$ cat src/rtl/smbr_pkg.sv
package smbr_pkg;

  localparam int unsigned IDXW = 7;
  localparam logic [6:0] DEV_ADDR7 = 7'b1101011;

  typedef enum logic [2:0] {
    ST_IDLE,
    ST_RX,
    ST_RXACK,
    ST_TX,
    ST_TXACK,
    ST_IGNORE
  } bus_state_t;

  typedef enum logic [1:0] {
    PH_ADDR,
    PH_CMD,
    PH_DATA
  } rx_phase_t;

  function automatic logic is_dev_addr(input logic [7:0] b);
    return b[7:1] == DEV_ADDR7;
  endfunction

  function automatic logic is_single_mode(input logic [7:0] cmd);
    return cmd[7];
  endfunction

  function automatic logic [7:0] reset_value(input int idx);
    case (idx)
      0: return 8'h04;
      1: return 8'h05;
      2: return 8'hC0;
      3: return 8'h08;
      4: return 8'h06;
      5: return 8'hD8;
      default: return 8'h00;
    endcase
  endfunction

endpackage

$ cat src/rtl/smbr_linesync.sv
module smbr_linesync (
  input  logic clk,
  input  logic rst_n,
  input  logic scl_i,
  input  logic sda_i,
  output logic scl_s,
  output logic sda_s,
  output logic scl_rise,
  output logic scl_fall,
  output logic start_det,
  output logic stop_det
);
  logic [2:0] scl_p, sda_p;

  always_ff @(posedge clk or negedge rst_n) begin
    if (!rst_n) begin
      scl_p <= 3'b111;
      sda_p <= 3'b111;
    end else begin
      scl_p <= {scl_p[1:0], scl_i};
      sda_p <= {sda_p[1:0], sda_i};
    end
  end

  assign scl_s     = scl_p[1];
  assign sda_s     = sda_p[1];
  assign scl_rise  = scl_p[1] & ~scl_p[2];
  assign scl_fall  = ~scl_p[1] & scl_p[2];
  assign start_det = scl_p[1] & scl_p[2] & sda_p[2] & ~sda_p[1];
  assign stop_det  = scl_p[1] & scl_p[2] & ~sda_p[2] & sda_p[1];

endmodule

$ cat src/rtl/smbr_regbank.sv
module smbr_regbank #(
  parameter int unsigned NREG = 6,
  parameter int unsigned IDXW = 7
) (
  input  logic               clk,
  input  logic               rst_n,
  input  logic               wr_en,
  input  logic [IDXW-1:0]    wr_idx,
  input  logic [7:0]         wr_data,
  input  logic [IDXW-1:0]    rd_idx,
  output logic [7:0]         rd_data,
  output logic [NREG*8-1:0]  regs_flat
);
  import smbr_pkg::*;

  localparam logic [IDXW-1:0] NREG_I = IDXW'(NREG);

  logic [7:0] regs_q [NREG];

  for (genvar i = 0; i < NREG; i++) begin : g_reg
    always_ff @(posedge clk or negedge rst_n) begin
      if (!rst_n)
        regs_q[i] <= reset_value(i);
      else if (wr_en && wr_idx == IDXW'(i))
        regs_q[i] <= wr_data;
    end
    assign regs_flat[i*8 +: 8] = regs_q[i];

    // an in-range strobe lands in the addressed register next cycle
    a_r10_write_lands: assert property (@(posedge clk) disable iff (!rst_n)
      (wr_en && wr_idx == IDXW'(i)) |=> regs_q[i] == $past(wr_data));
  end

  always_comb begin
    rd_data = 8'h00;
    for (int i = 0; i < NREG; i++)
      if (rd_idx == IDXW'(i)) rd_data = regs_q[i];
  end

  // out-of-range writes leave the whole bank unchanged
  a_r8_oob_discard: assert property (@(posedge clk) disable iff (!rst_n)
    (wr_en && wr_idx >= NREG_I) |=> $stable(regs_flat));

endmodule

$ cat src/rtl/smbr_protocol.sv
module smbr_protocol #(
  parameter int unsigned IDXW    = 7,
  parameter int unsigned CNT_IDX = 4
) (
  input  logic            clk,
  input  logic            rst_n,
  input  logic            scl_s,
  input  logic            sda_s,
  input  logic            scl_rise,
  input  logic            scl_fall,
  input  logic            start_det,
  input  logic            stop_det,
  input  logic [7:0]      rd_data,
  output logic [IDXW-1:0] rd_idx,
  output logic            wr_stb,
  output logic [IDXW-1:0] wr_idx,
  output logic [7:0]      wr_data,
  output logic            sda_pull
);
  import smbr_pkg::*;

  localparam logic [IDXW-1:0] CNT_IDX_I = IDXW'(CNT_IDX);

  bus_state_t      state;
  rx_phase_t       phase;
  logic [3:0]      bitcnt;
  logic [7:0]      shreg, txsh, remain;
  logic [IDXW-1:0] ptr;
  logic            rd_mode, blk_mode, cnt_phase, single_done, send_cnt;

  assign rd_idx = send_cnt ? CNT_IDX_I : ptr;

  wire byte_done = (state == ST_RX) && scl_fall && (bitcnt == 4'd8);
  wire data_take = blk_mode ? (remain != 8'h00) : !single_done;

  always_ff @(posedge clk or negedge rst_n) begin
    if (!rst_n) begin
      state       <= ST_IDLE;
      phase       <= PH_ADDR;
      bitcnt      <= 4'd0;
      shreg       <= 8'h00;
      txsh        <= 8'h00;
      remain      <= 8'h00;
      ptr         <= '0;
      rd_mode     <= 1'b0;
      blk_mode    <= 1'b0;
      cnt_phase   <= 1'b0;
      single_done <= 1'b0;
      send_cnt    <= 1'b0;
      sda_pull    <= 1'b0;
      wr_stb      <= 1'b0;
      wr_idx      <= '0;
      wr_data     <= 8'h00;
    end else begin
      wr_stb <= 1'b0;
      if (stop_det) begin
        state    <= ST_IDLE;
        sda_pull <= 1'b0;
      end else if (start_det) begin
        state    <= ST_RX;
        phase    <= PH_ADDR;
        bitcnt   <= 4'd0;
        sda_pull <= 1'b0;
      end else begin
        unique case (state)
          ST_RX: begin
            if (scl_rise && bitcnt < 4'd8) begin
              shreg  <= {shreg[6:0], sda_s};
              bitcnt <= bitcnt + 4'd1;
            end
            if (byte_done) begin
              bitcnt <= 4'd0;
              unique case (phase)
                PH_ADDR: begin
                  if (is_dev_addr(shreg)) begin
                    rd_mode  <= shreg[0];
                    send_cnt <= shreg[0] & blk_mode;
                    sda_pull <= 1'b1;
                    state    <= ST_RXACK;
                  end else begin
                    state <= ST_IGNORE;
                  end
                end
                PH_CMD: begin
                  blk_mode    <= ~is_single_mode(shreg);
                  cnt_phase   <= ~is_single_mode(shreg);
                  ptr         <= shreg[IDXW-1:0];
                  single_done <= 1'b0;
                  sda_pull    <= 1'b1;
                  state       <= ST_RXACK;
                end
                default: begin
                  if (cnt_phase) begin
                    remain    <= shreg;
                    cnt_phase <= 1'b0;
                  end else if (data_take) begin
                    wr_stb      <= 1'b1;
                    wr_idx      <= ptr;
                    wr_data     <= shreg;
                    ptr         <= ptr + 1'b1;
                    remain      <= remain - 8'd1;
                    single_done <= 1'b1;
                  end
                  sda_pull <= 1'b1;
                  state    <= ST_RXACK;
                end
              endcase
            end
          end
          ST_RXACK: begin
            if (scl_fall) begin
              if (rd_mode && phase == PH_ADDR) begin
                txsh     <= rd_data;
                sda_pull <= ~rd_data[7];
                if (send_cnt) send_cnt <= 1'b0;
                else          ptr      <= ptr + 1'b1;
                state <= ST_TX;
              end else begin
                sda_pull <= 1'b0;
                phase    <= (phase == PH_ADDR) ? PH_CMD : PH_DATA;
                state    <= ST_RX;
              end
            end
          end
          ST_TX: begin
            if (scl_fall) begin
              if (bitcnt == 4'd7) begin
                bitcnt   <= 4'd0;
                sda_pull <= 1'b0;
                state    <= ST_TXACK;
              end else begin
                txsh     <= {txsh[6:0], 1'b0};
                sda_pull <= ~txsh[6];
                bitcnt   <= bitcnt + 4'd1;
              end
            end
          end
          ST_TXACK: begin
            if (scl_rise && sda_s) begin
              state <= ST_IGNORE;
            end else if (scl_fall) begin
              txsh     <= rd_data;
              sda_pull <= ~rd_data[7];
              if (send_cnt) send_cnt <= 1'b0;
              else          ptr      <= ptr + 1'b1;
              state <= ST_TX;
            end
          end
          default: ;
        endcase
      end
    end
  end

  // the pull-down only moves while the clock line is low
  a_r9_sda_quiet_scl_high: assert property (@(posedge clk) disable iff (!rst_n)
    (scl_s && $past(scl_s)) |-> $stable(sda_pull));

  // a start always restarts address reception
  a_r1_start_to_addr: assert property (@(posedge clk) disable iff (!rst_n)
    (start_det && !stop_det) |=> (state == ST_RX && phase == PH_ADDR && bitcnt == 4'd0));

  // an ignored transfer never pulls the data line
  a_r1_ignore_silent: assert property (@(posedge clk) disable iff (!rst_n)
    (state == ST_IGNORE && $past(state == ST_IGNORE)) |-> !sda_pull);

  // the bit counter never passes one whole byte
  a_r7_bitcnt_range: assert property (@(posedge clk) disable iff (!rst_n)
    bitcnt <= 4'd8);

  // a write strobe lasts exactly one cycle
  a_r10_stb_single: assert property (@(posedge clk) disable iff (!rst_n)
    wr_stb |=> !wr_stb);

endmodule

$ cat src/rtl/smbr_top.sv
module smbr_top #(
  parameter int unsigned NREG    = 6,
  parameter int unsigned CNT_IDX = 4
) (
  input  logic                clk,
  input  logic                rst_n,
  input  logic                scl_i,
  input  logic                sda_i,
  output logic                sda_pull_o,
  output logic                wr_stb_o,
  output logic [6:0]          wr_idx_o,
  output logic [7:0]          wr_data_o,
  output logic [NREG*8-1:0]   ctrl_regs_o
);
  import smbr_pkg::*;

  logic scl_s, sda_s, scl_rise, scl_fall, start_det, stop_det;
  logic [IDXW-1:0] rd_idx;
  logic [7:0]      rd_data;

  smbr_linesync u_sync (
    .clk       (clk),
    .rst_n     (rst_n),
    .scl_i     (scl_i),
    .sda_i     (sda_i),
    .scl_s     (scl_s),
    .sda_s     (sda_s),
    .scl_rise  (scl_rise),
    .scl_fall  (scl_fall),
    .start_det (start_det),
    .stop_det  (stop_det)
  );

  smbr_protocol #(.IDXW(IDXW), .CNT_IDX(CNT_IDX)) u_proto (
    .clk       (clk),
    .rst_n     (rst_n),
    .scl_s     (scl_s),
    .sda_s     (sda_s),
    .scl_rise  (scl_rise),
    .scl_fall  (scl_fall),
    .start_det (start_det),
    .stop_det  (stop_det),
    .rd_data   (rd_data),
    .rd_idx    (rd_idx),
    .wr_stb    (wr_stb_o),
    .wr_idx    (wr_idx_o),
    .wr_data   (wr_data_o),
    .sda_pull  (sda_pull_o)
  );

  smbr_regbank #(.NREG(NREG), .IDXW(IDXW)) u_bank (
    .clk       (clk),
    .rst_n     (rst_n),
    .wr_en     (wr_stb_o),
    .wr_idx    (wr_idx_o),
    .wr_data   (wr_data_o),
    .rd_idx    (rd_idx),
    .rd_data   (rd_data),
    .regs_flat (ctrl_regs_o)
  );

endmodule

$ cat config.mk
export PLATFORM = sky130hd
export DESIGN_NAME = smbr_top
export DESIGN_NICKNAME = d
export VERILOG_FILES = /design/src/rtl/smbr_pkg.sv /design/src/rtl/smbr_linesync.sv /design/src/rtl/smbr_regbank.sv /design/src/rtl/smbr_protocol.sv /design/src/rtl/smbr_top.sv
export SDC_FILE = /design/constraint.sdc
export NUM_CORES = 1
export LEC_CHECK = 0
export BUFFER_PORTS_ARGS = -buffer_cell sky130_fd_sc_hd__buf_2
export CORE_ASPECT_RATIO = 0.75
export CORE_MARGIN = 1
export CORE_UTILIZATION = 59
export DETAILED_ROUTE_END_ITERATION = 8
export GPL_ROUTABILITY_DRIVEN = 0
export PLACE_DENSITY = 0.85
export SKIP_LAST_GASP = 1
export SYNTH_ARGS = -nofsm -noshare
export SYNTH_HDL_FRONTEND = slang
export SYNTH_SLANG_ARGS = --single-unit
$ cat constraint.sdc
create_clock -name clk -period 2.75 [get_ports clk]
set_clock_uncertainty 0.1 [all_clocks]
set_input_delay 0.1375 -clock clk [delete_from_list [all_inputs] [get_ports clk]]
set_output_delay 0.1375 -clock clk [all_outputs]
set_load 0.01 [all_outputs]
After elaboration in Yosys (flattened, before gate mapping):

Cells that the tools add are included.

* flip-flop bits (word level): 115
* bits of input ports: 4
* output and inout bits: 65

* add/subtract/negate cells: 3
* magnitude comparators: 1
* eq/ne operators: 42
* muxes and demuxes: 81
* bitwise logic cells: 20
* reductions and logical operators: 39

Operator list (count)
* 7-bit two-way mux: 15
* 8-bit two-way mux: 8
* 7-bit one-hot mux with 3 select lines: 2
* 3-bit two-way mux: 10
* 7-bit by 2-bit equality test with 1-bit output (second input constant): 4
* 7-bit by 3-bit equality test with 1-bit output (second input constant): 4
* 1-bit two-way mux: 28
* 4-bit by 3-bit != test with 1-bit output (second input constant): 6
* 7-bit AND reduction: 3
* 4-bit two-way mux: 5
* 6-bit AND reduction: 3
* 7-bit by 1-bit equality test with 1-bit output (second input constant): 2
* 7-bit zero test: 2
* 2-bit != test (second input constant): 7
* 7-bit one-hot mux with 2 select lines: 1
* 2-bit two-way mux: 6
* 1-bit inverter: 12
* 3-bit one-hot mux with 4 select lines: 1
* 4-bit AND reduction: 3
* 1-bit logical AND: 11
* 11-bit AND reduction: 1
* 2-bit by 1-bit != test with 1-bit output (second input constant): 5
* 10-bit AND reduction: 1
* 5-bit AND reduction: 2
* 29 further kinds: 44

Logic depth before layout (Yosys ltp):

* depth in word-level cells: 14
* depth in mapped cells: 10
* depth with buffers taken out: 7

Modules after synthesis:

From an unflattened synthesis, not the netlist that was laid out.

* cells, all modules: 487
* area total of the unflattened synthesis: 5890.6 µm²

Modules (own cells, without submodules)
* smbr_protocol: times used 1, cells each 325, area each 3375.7 µm², sequential area each 1526.5 µm²
* smbr_regbank: times used 1, cells each 152, area each 2324.7 µm², sequential area each 1216.2 µm²
* smbr_linesync: times used 1, cells each 10, area each 190.2 µm², sequential area each 157.7 µm²

Worst setup path after synthesis:

No wires, ideal clock.

* path type: register to register
* start: reg u_proto.bitcnt[0]
* end: reg u_proto.bitcnt[3]
* library setup time: 90 ps
* data arrival time: 1824 ps
* data required time: 2560 ps
* slack: 735 ps
* cell stages (with the launch flop): 9
* path buffers: 1
* cell sequence: dfrtp_1 inv_1 ha_1 nor4bb_1 and3_1 buf_6 a211o_1 or4_1 o221ai_1

* cells in the longest elaborated chain, start to end: 5
* elaborated cells on any way between the ends: 14

Ends and longest elaborated chain
* start: declaration: line smbr_protocol.sv:26 `logic [3:0] bitcnt;`
* start signal: assignment: line smbr_protocol.sv:69 `bitcnt <= bitcnt + 4'd1;`
* start signal: assignment: line smbr_protocol.sv:134 `bitcnt <= bitcnt + 4'd1;`
* 4-bit by 1-bit adder with 4-bit output, or another cell as far along: line smbr_protocol.sv:69, smbr_protocol.sv:134
* 4-bit two-way mux, or another cell as far along: line smbr_protocol.sv:127 `if (bitcnt == 4'd7) begin`
* 4-bit two-way mux, on equally long branches: line smbr_protocol.sv:126, smbr_protocol.sv:71
* 4-bit one-hot mux with 2 select lines: line smbr_protocol.sv:65 `unique case (state)`
* 4-bit two-way mux: line smbr_protocol.sv:59 `end else if (start_det) begin`

Several ways; a longest one is shown, not always the timed one. The select of a mux whose other input is x is not followed.
A chain may end at the register's enable or synchronous reset.

Final worst setup path:

* start: reg u_sync.scl_p[2]
* end: reg u_proto.wr_data[2]

* cells in the longest elaborated chain, start to end: 5
* elaborated cells on any way between the ends: 11

Ends and longest elaborated chain
* start: declaration: line smbr_linesync.sv:13 `logic [2:0] scl_p, sda_p;`
* start signal: assignment: line smbr_linesync.sv:20 `scl_p <= {scl_p[1:0], scl_i};`
* 1-bit bitwise AND: line smbr_linesync.sv:29, smbr_linesync.sv:30
* 1-bit bitwise AND, on equally long branches (2 in a row): line smbr_linesync.sv:30, smbr_linesync.sv:29
* 1-bit inverter (no source line)
* 7-bit AND reduction (no source line) (*)
* end signal: assignment: line smbr_protocol.sv:99 `wr_data <= shreg;`
* end: declaration: line smbr_protocol.sv:17 `output logic [7:0] wr_data,`

Every way passes the cells marked *; elsewhere a longest branch is shown, timed or not.

==> results.yml <==
die:
  dieArea_um2: 10450
  die_y_um: 88.77
  fp-row-count: 31
  die_x_um: 117.7
  core_um2: 9697
  initial_core_util: 0.6108
  ioPinCount: 69
global_route:
  grt-ovfl-total: 0
  track_usage: 0.3052
  first_global_vias: 4583
  antenna_found_initial: 0
  grt_pass1_wl_um: 24060
  grt_max_degree: 69
run_status:
  status: "finished, final reports clean"
pwr:
  power_density_nw_per_um2: 843.2
  ir_drop_mv: 0.5480
  total_power_mw: 5.900
  cellLeakagePower_nw: 3.487
critical_path:
  worstPathArrival_ns: 2.77
  reg2reg_from: "u_sync.scl_p[2]$_DFF_PN1_"
  crit_end: "u_proto.wr_data[2]$_DFFE_PN0P_"
  reg2reg_depth: 4
  cp.required_ns: 2.94
  path_class: "reg -> reg"
  timing.rr.end: "u_proto.wr_data[2]$_DFFE_PN0P_"
  startpoint_type: "flip-flop"
  crit_path_start: "u_sync.scl_p[2]$_DFF_PN1_"
  r2r_slack_ns: 0.17
  cp-end-kind: "flip-flop"
  critPathMaxFanout: 17
drt:
  highest_layer: "met4"
  vias: 4810
  via_per_inst: 6.354
  met1_length_um: 6825
  wl_per_cell_um: 20.50
  routed_wl_um: 15520
  antenna_left: 0
  first_pass_iters: 5
  wl_met2_um: 7047
  first_iter_violations: 528
  drc: 0
  wl_met3_um: 1334
place:
  place_hpwl_um: 10270
  dp_slack_ns: 0.2441
  placed_cells: 722
  portBuffers: 68
  dpl_cell_area_um2: 6362
yosys:
  async_flop_share: 1.000
  synth-seq-cells: 115
  syn_avg_cell_area_um2: 10.97
  syn_inst: 540
  syn_area_um2: 5923
  synth.distinct_cells: 76
  synth-edff-count: 0
  synthFlopType: "dfrtp_1"
  ys_seq_area_frac: 0.4896
  yosys_warnings: 0
  synth_nets: 549
min_path:
  hold_path_class: "in -> async"
cells_and_area:
  nFillCells: 650
  seq_area_um2: 2900
  drive_gt1_frac: 0.3472
  final_util: 0.7217
  final_nets: 621
  multi_input_area_um2: 2821
  fin_cells: 757
  num_antenna_cells: 0
  syn_to_final_growth_pct: 18.15
  final_area_um2: 6998
timing:
  setup-violations-final: 0
  rsz0062_at_grt: "no"
  worst_pin_slew_ns: 0.9639
  hold_viol: 0
  hold-worst-slack_ns: 0.1786
  layout_min_cycle_time_ns: 2.576
  fin_crit_sh: 0.9368
  fin_ws_ns: 0.1739
  slew_violations: 0
  tns_ns: 0
  fmax_mhz: 388.2
  maxSlewHeadroom: 0.3545
clocking:
  clockBufferDepth: 2
  htreeDepth: 4
  cts_made_buffers: 17
  cts_resized: 0
  cts_hold_buffers: 3
  cts.sinks: 115
  cts.reportedPaths.clkPinSlew_ns: 0.05
  cts_tree: "built"
  cts_setup_buffers: 0
  worstSkewPairLatency_ns: 0.42
  clockRootBuffer: "clkbuf_16"
run:
  cap_violations: 0
-- worst min-delay path by stage --
stage,startpoint,to,cells past startpoint
2_1_floorplan,rst_n,u_bank.regs_flat[0]$_DFFE_PN0P_,0
3_3_place_gp,rst_n,u_proto.remain[6]$_DFFE_PN0P_,1
6_report,rst_n,u_proto.remain[3]$_DFFE_PN0P_,2
4_1_cts,rst_n,u_proto.remain[3]$_DFFE_PN0P_,2
5_1_grt,rst_n,u_proto.remain[3]$_DFFE_PN0P_,2
3_5_place_dp,rst_n,u_proto.remain[3]$_DFFE_PN0P_,1
-- cell usage after synthesis (3+ instances only) --
library cell | number | area, um^2
a211o_1 | 4 | 35.03
a211oi_1 | 10 | 75.07
a211oi_2 | 3 | 37.54
a21o_1 | 4 | 30.03
a21oi_1 | 18 | 90.09
a22o_1 | 7 | 61.31
a22oi_1 | 6 | 45.04
a31oi_1 | 6 | 37.54
and2_1 | 5 | 31.28
and3_1 | 3 | 18.77
buf_2 | 8 | 40.04
buf_6 | 4 | 45.04
clkbuf_1 | 13 | 48.80
dfrtp_1 | 97 | 2427
dfstp_2 | 18 | 473.0
ha_1 | 5 | 62.56
inv_1 | 16 | 60.06
mux2_1 | 5 | 56.30
mux2_2 | 67 | 754.5
mux2i_1 | 3 | 30.03
nand2_1 | 40 | 150.1
nand2b_1 | 12 | 75.07
nand3_1 | 12 | 60.06
nand4_1 | 3 | 18.77
nor2_1 | 32 | 120.1
nor2b_1 | 14 | 87.58
nor3_1 | 5 | 25.02
nor3b_2 | 4 | 50.05
o211a_1 | 3 | 30.03
o211ai_1 | 3 | 22.52
o21ai_0 | 30 | 150.1
o21ai_1 | 5 | 25.02
o21bai_1 | 3 | 22.52
o22ai_1 | 7 | 43.79
o31ai_1 | 8 | 60.06
or2_2 | 4 | 25.02
or3_1 | 3 | 18.77
-- cell usage in the layout (no fill, tap or decap), drive strengths merged, types with 16 or more instances in the layout --
cell type  netlist  final
o21ai           36     36
clkbuf          13     22
inv             16     16
buf             13     76
dfstp           18     18
nand2           41     41
dfrtp           97     97
mux2            72     72
a21oi           18     18
nor2            33     33
-- critical path, stage by stage, from the launching register on --
cell and delay, ns:
dfstp_2 0.60, nor4bb_1 0.40, and3_1 0.53, nand2_2 0.39
mux2_1 0.43
-- power breakdown --
part,switching (mW),total [mW],internal [mW],leakage (nW)
registers,0.248,2.13,1.88,1.51
clock network,0.758,2.24,1.49,0.300
logic,0.967,1.53,0.561,1.67
-- layout make-up --
type	instances	share of cell area
inverter	16	0.008582
clock buffer	22	0.06776
clock inverter	10	0.01877
multi-input combinational	383	0.4032
timing repair buffer	79	0.06365
tap	132	0.02360
sequential	115	0.4144
-- sequential cells by signal, summed over array words and instances, names as in the netlist, 2 cells and up --
register          cells
u_bank.regs_flat     48
u_proto.bitcnt        4
u_proto.phase         2
u_proto.ptr           7
u_proto.remain        8
u_proto.shreg         8
u_proto.state         3
u_proto.txsh          7
u_proto.wr_data       8
u_proto.wr_idx        7
u_sync.scl_p          3
u_sync.sda_p          3
-- cells by family after synthesis --
logic type / share of synthesized area
buf+inv: 0.03401
fa+ha+maj: 0.01056
xor+xnor: 0.002958
simple gates: 0.1580
flops: 0.4896
mux: 0.1420
compound gates: 0.1629
-- layer usage --
metal	up-vias	GRT usage
met5	-	0
met4	0	0.1294
met3	36	0.07668
met2	242	0.4663
met1	2398	0.4190
li1	2134	-
Power figures use the tool's default switching activity.
